**src/rtl/npc_pkg.sv**
```systemverilog
package npc_pkg;

   typedef enum logic [2:0] {
      CF_NONE       = 3'd0,
      CF_JUMP       = 3'd1,
      CF_JUMP_LINK  = 3'd2,
      CF_JREG       = 3'd3,
      CF_JREG_LINK  = 3'd4,
      CF_BR_ZERO    = 3'd5,
      CF_BR_NONZERO = 3'd6
   } cf_op_e;

   typedef struct packed {
      logic rel_long;   // base + long offset
      logic reg_ind;    // target from s1
      logic branch;     // conditional on zero test
      logic want_zero;  // branch condition polarity
      logic link;       // write return address
   } cf_ctl_t;

endpackage

```
**src/rtl/npc_decode.sv**
```systemverilog
module npc_decode
   import npc_pkg::*;
(
   input  logic [2:0] op_i,
   output cf_ctl_t    ctl_o
);

   always_comb begin
      ctl_o = '0;
      case (op_i)
         CF_JUMP:       ctl_o.rel_long = 1'b1;
         CF_JUMP_LINK: begin
            ctl_o.rel_long = 1'b1;
            ctl_o.link     = 1'b1;
         end
         CF_JREG:       ctl_o.reg_ind = 1'b1;
         CF_JREG_LINK: begin
            ctl_o.reg_ind = 1'b1;
            ctl_o.link    = 1'b1;
         end
         CF_BR_ZERO: begin
            ctl_o.branch    = 1'b1;
            ctl_o.want_zero = 1'b1;
         end
         CF_BR_NONZERO: ctl_o.branch = 1'b1;
         default:       ctl_o = '0;
      endcase
   end

endmodule

```
**src/rtl/npc_sext_add.sv**
```systemverilog
module npc_sext_add #(
   parameter int XLEN   = 32,
   parameter int FIELD_W = 16
) (
   input  logic [XLEN-1:0]    base_i,
   input  logic [FIELD_W-1:0] field_i,
   output logic [XLEN-1:0]    sum_o
);

   localparam int EXT_W = XLEN - FIELD_W;

   logic [XLEN-1:0] field_ext;

   generate
      if (FIELD_W < 1 || FIELD_W > XLEN) begin : g_bad
         $error("npc_sext_add: FIELD_W must lie in 1..XLEN");
      end
      if (EXT_W > 0) begin : g_extend
         assign field_ext = {{EXT_W{field_i[FIELD_W-1]}}, field_i};
      end else begin : g_plain
         assign field_ext = field_i[XLEN-1:0];
      end
   endgenerate

   assign sum_o = base_i + field_ext;

endmodule

```
**src/rtl/npc_align_chk.sv**
```systemverilog
module npc_align_chk #(
   parameter int XLEN       = 32,
   parameter int ALIGN_BITS = 2
) (
   input  logic [XLEN-1:0] addr_i,
   input  logic            taken_i,
   output logic            misalign_o
);

   generate
      if (ALIGN_BITS < 0 || ALIGN_BITS >= XLEN) begin : g_bad
         $error("npc_align_chk: ALIGN_BITS out of range");
      end
      if (ALIGN_BITS == 0) begin : g_none
         assign misalign_o = 1'b0;
      end else begin : g_check
         assign misalign_o = taken_i && (addr_i[ALIGN_BITS-1:0] != '0);
      end
   endgenerate

   logic unused_addr;
   assign unused_addr = ^addr_i;

endmodule

```
**src/rtl/npc_unit.sv**
```systemverilog
module npc_unit
   import npc_pkg::*;
#(
   parameter int XLEN        = 32,
   parameter int OFS_W       = 26,
   parameter int IMM_W       = 16,
   parameter int IDX_W       = 5,
   parameter int LINK_REG    = 31,
   parameter int INSTR_BYTES = 4,
   parameter int ALIGN_BITS  = 2
) (
   input  logic [XLEN-1:0]  pc_i,
   input  logic [OFS_W-1:0] offset_i,
   input  logic [IMM_W-1:0] imm_i,
   input  logic [XLEN-1:0]  rs1_i,
   input  logic [2:0]       op_i,
   output logic [XLEN-1:0]  next_pc_o,
   output logic             taken_o,
   output logic             link_we_o,
   output logic [IDX_W-1:0] link_idx_o,
   output logic [XLEN-1:0]  link_val_o,
   output logic             misalign_o
);

   localparam logic [XLEN-1:0]  STEP     = XLEN'(INSTR_BYTES);
   localparam logic [IDX_W-1:0] LINK_IDX = IDX_W'(LINK_REG);

   generate
      if (LINK_REG >= (1 << IDX_W)) begin : g_bad_link
         $error("npc_unit: LINK_REG does not fit in IDX_W bits");
      end
      if (OFS_W > XLEN || IMM_W > XLEN) begin : g_bad_field
         $error("npc_unit: offset fields wider than XLEN");
      end
   endgenerate

   cf_ctl_t         ctl;
   logic [XLEN-1:0] seq_pc;
   logic [XLEN-1:0] jump_tgt;
   logic [XLEN-1:0] br_tgt;
   logic            s1_zero;
   logic            br_take;

   npc_decode u_dec (
      .op_i  (op_i),
      .ctl_o (ctl)
   );

   assign seq_pc = pc_i + STEP;

   npc_sext_add #(.XLEN(XLEN), .FIELD_W(OFS_W)) u_jump_add (
      .base_i  (seq_pc),
      .field_i (offset_i),
      .sum_o   (jump_tgt)
   );

   npc_sext_add #(.XLEN(XLEN), .FIELD_W(IMM_W)) u_br_add (
      .base_i  (seq_pc),
      .field_i (imm_i),
      .sum_o   (br_tgt)
   );

   assign s1_zero = (rs1_i == '0);
   assign br_take = ctl.branch && (s1_zero == ctl.want_zero);

   always_comb begin
      next_pc_o = seq_pc;
      taken_o   = 1'b0;
      if (ctl.rel_long) begin
         next_pc_o = jump_tgt;
         taken_o   = 1'b1;
      end else if (ctl.reg_ind) begin
         next_pc_o = rs1_i;
         taken_o   = 1'b1;
      end else if (br_take) begin
         next_pc_o = br_tgt;
         taken_o   = 1'b1;
      end
   end

   assign link_we_o  = ctl.link;
   assign link_idx_o = LINK_IDX;
   assign link_val_o = seq_pc;

   npc_align_chk #(.XLEN(XLEN), .ALIGN_BITS(ALIGN_BITS)) u_align (
      .addr_i     (next_pc_o),
      .taken_i    (taken_o),
      .misalign_o (misalign_o)
   );

endmodule

```
**config.mk**
```make
export PLATFORM = sky130hd
export DESIGN_NAME = npc_unit
export DESIGN_NICKNAME = d
export VERILOG_FILES = /design/src/rtl/npc_pkg.sv /design/src/rtl/npc_decode.sv /design/src/rtl/npc_sext_add.sv /design/src/rtl/npc_align_chk.sv /design/src/rtl/npc_unit.sv
export SDC_FILE = /design/constraint.sdc
export NUM_CORES = 1
export LEC_CHECK = 0
export ABC_AREA = 1
export BUFFER_PORTS_ARGS = -buffer_cell sky130_fd_sc_hd__buf_2
export CORE_UTILIZATION = 45
export DETAILED_ROUTE_END_ITERATION = 6
export MAX_ROUTING_LAYER = met4
export PLACE_DENSITY = 0.71
export SLEW_MARGIN = 20
export SYNTH_ARGS = -nofsm -noshare
export SYNTH_HDL_FRONTEND = slang
export SYNTH_SLANG_ARGS = --single-unit
```
**constraint.sdc**
```tcl
create_clock -name vclk -period 3.9
set_input_delay 0.195 -clock vclk [all_inputs]
set_output_delay 0.195 -clock vclk [all_outputs]
set_load 0.02 [all_outputs]
```
==> impl_results.rst <==
.. list-table::
   :header-rows: 1

   * - Metric
     - Value
   * - Largest fanout of any net on the critical path
     - 6
   * - Setup_tns
     - 0 ns
   * - Dpl cells
     - 1519
   * - Number of global-route vias before repair
     - 7447
   * - Met3 routing resource usage after global routing
     - 0.0213
   * - Sequential cell area
     - 0 um^2
   * - Fill cell instance count of the final layout
     - about 1500
   * - Setup fix buffers added after clock tree synthesis
     - 0
   * - Total number of placement rows
     - 42
   * - Sequential cells
     - 0
   * - First-pass iteration count of the detailed router
     - 6
   * - Arr. time, crit path
     - roughly 3.4 ns
   * - Per-cell routed wire length
     - 15.5 um
   * - PortBufs
     - 176
   * - Final min period
     - between 3 and 4 ns
   * - Detailed-route vias per instance
     - 5.45
   * - Worst Max-Slew Pin Slew
     - 0.988 ns
   * - Pwr per Cell Area
     - about 160 nW/um^2
   * - Final weighted congestion in routability-driven placement
     - roughly 1.0
   * - Total DRC errors in the routed layout
     - 0
   * - Total via count in the routed design
     - between 8000 and 9000
   * - Clock buffer cells
     - 0
   * - Status
     - completed
   * - Unrepaired setup endpoints after global routing
     - no
   * - Nets
     - 1526
   * - Aggregate global-route resource usage
     - 0.339
   * - Leakage power summed over all cells
     - approximately 4 nW
   * - Summed instance area of the synthesized netlist
     - approximately 6000 um^2
   * - Max_slew headroom
     - 0.337
   * - Starting utilization of the core area
     - 0.459
   * - WHS
     - between 0.6 and 0.7 ns
   * - Most frequent cells in the layout
     - nand2_1, buf_2, nor2_1, inv_1, a21oi_1
   * - Initial antenna violation count
     - 0
   * - Global route overflow
     - 0
   * - Yosys cell types
     - 47
   * - Ys Warns
     - 0
   * - Worst Hold Class
     - input port to output port
   * - Overall die area
     - between 10000 and 15000 um^2
   * - Final-report hold violation count
     - 0
   * - Aggregate routed wire length
     - about 24000 um
   * - Startpoint type of the worst setup path
     - input port
   * - Proportion of synthesized chip area in sequential cells
     - 0
   * - Gate count after technology mapping
     - 1173
   * - Post-Route Utilization
     - 0.542
   * - 1st-iter DRT viols
     - 743
   * - Die Height
     - around 120 um
   * - Total I/O pin count
     - about 180
   * - Global routing's busiest layer
     - met2
   * - Slew Viols, Final
     - 0
   * - Horiz. Die Dim
     - 118 um
   * - Leading cell type in the layout, fill and taps excluded
     - nand2_1
   * - Highest clock frequency the design can meet
     - roughly 0.28 GHz
   * - Number of max-cap violations
     - 0
   * - GRT met2 Usage
     - 0.542
   * - Type of destination of the critical path
     - output port
   * - DPL Wire Length
     - 20200 um
   * - Ant diodes
     - 0
   * - Number of nets with antenna violations after detailed routing
     - 0
   * - Count of non-filler cells in the finished layout
     - ~1500
   * - Post-route fraction of the period consumed by the critical path
     - 0.922
   * - Core Area
     - 13200 um^2
   * - Data required time at the worst endpoint
     - around 3.7 ns
   * - Mean instance size in the synthesized netlist
     - ~5.2 um^2
   * - Share of final-layout standard cells stronger than drive strength 1
     - 0.173
   * - Total of endpoints with negative setup slack in the final report
     - 0
   * - Area growth from synthesis to final layout
     - 18.1%
   * - Largest net degree at the start of global routing
     - 41
   * - Total power consumption of the routed design
     - ~1.2 mW
   * - First-pass GRT wire length
     - 37100 um
   * - Highest ir drop seen on vdd
     - a little over 0.07 mV
   * - GRT met1 Usage
     - 0.459
   * - Category of the most critical setup path
     - input port to output port
-- through the flow --
| step | instance area [um^2] | setup slack (ns) |
|---|---|---|
| 2_1_floorplan | 6070 | 0.935 |
| 3_3_place_gp | 7150 | 0.395 |
| 3_5_place_dp | 7150 | 0.309 |
| 4_1_cts | 7150 | 0.317 |
| 5_1_grt | 7150 | 0.0374 |
| 6_report | 7150 | 0.306 |
-- synthesized netlist by cell type (all sizes together) --
library cell / count / area [um^2]
nor3b: 1 / 12.5
buf: 17 / 114
o21ai: 75 / 390
o22ai: 1 / 6.26
and2: 3 / 18.8
nor2: 170 / 683
nand4: 17 / 106
a211oi: 1 / 7.51
o21a: 4 / 30.0
a21o: 9 / 67.6
or2: 8 / 50.1
inv: 129 / 484
nand3: 90 / 470
clkbuf: 8 / 30.0
xor2: 30 / 270
nand2: 362 / 1390
ha: 70 / 876
o211ai: 6 / 45.0
xnor2: 12 / 113
o21bai: 9 / 71.3
conb: 1 / 3.75
a21oi: 111 / 563
o2111ai: 1 / 8.76
a21boi: 1 / 7.51
nand2b: 1 / 6.26
nor3: 20 / 105
fa: 2 / 40.0
nand3b: 6 / 45.0
a31oi: 2 / 12.5
nor4: 4 / 25.0
clkinv: 2 / 7.51
-- final cells by class --
cell class / instances / area [um^2] / share of cell area
Inverter: 131 / 492 / 0.0688
Multi-Input combinational cell: 1021 / 5450 / 0.762
Tap cell: 176 / 220 / 0.0308
Timing Repair Buffer: 191 / 993 / 0.139
-- where the power goes --
group          switching [mW]  internal, mW  total [mW]
Combinational           0.769         0.397        1.17
Sequential                  0             0           0
Clock                       0             0           0
-- worst paths after layout --
path / depth (start not counted) / startpoint / slack (ns) / end
max: 20 / pc_i[2] / 0.31 / next_pc_o[18]
min: 2 / pc_i[0] / 0.68 / link_val_o[0]
-- layer usage --
| layer | share of wire | wire length [um] |
|---|---|---|
| met3 | 0.074 | 1760 |
| met4 | 0.033 | 776 |
| met2 | 0.44 | 10400 |
| met1 | 0.45 | 10600 |
| met5 | 0 | 0 |
-- logic make-up after synthesis --
group,share of synthesized area
adder cells (fa/ha/maj),0.151
buffers and inverters,0.105
other,0.000619
AND/OR/NAND/NOR,0.480
AO/OA/AOI/OAI,0.200
XOR/XNOR,0.0632
-- worst max-delay path, cell delays in order --
cell and delay, ns:
buf_2 0.13, ha_1 0.25, nand3_1 0.23, nor2_2 0.23, nand3_1 0.12, xor2_1 0.16, clkinv_1 0.22, ha_1 0.47
nand2_1 0.09, nor2_1 0.15, inv_1 0.10, nor3_1 0.28, nand2_1 0.10, inv_1 0.07, nor3_1 0.04, nand3b_1 0.16
nand2_1 0.13, nand2_1 0.06, nand2_1 0.05, buf_2 0.15
-- timing repair --
action / in CTS / in global routing
hold buffers: 0 / 0
endpoints found under the setup margin: 0 / 2
gates resized for setup: 0 / 1
Note: power is estimated with default switching activity, not from simulation.
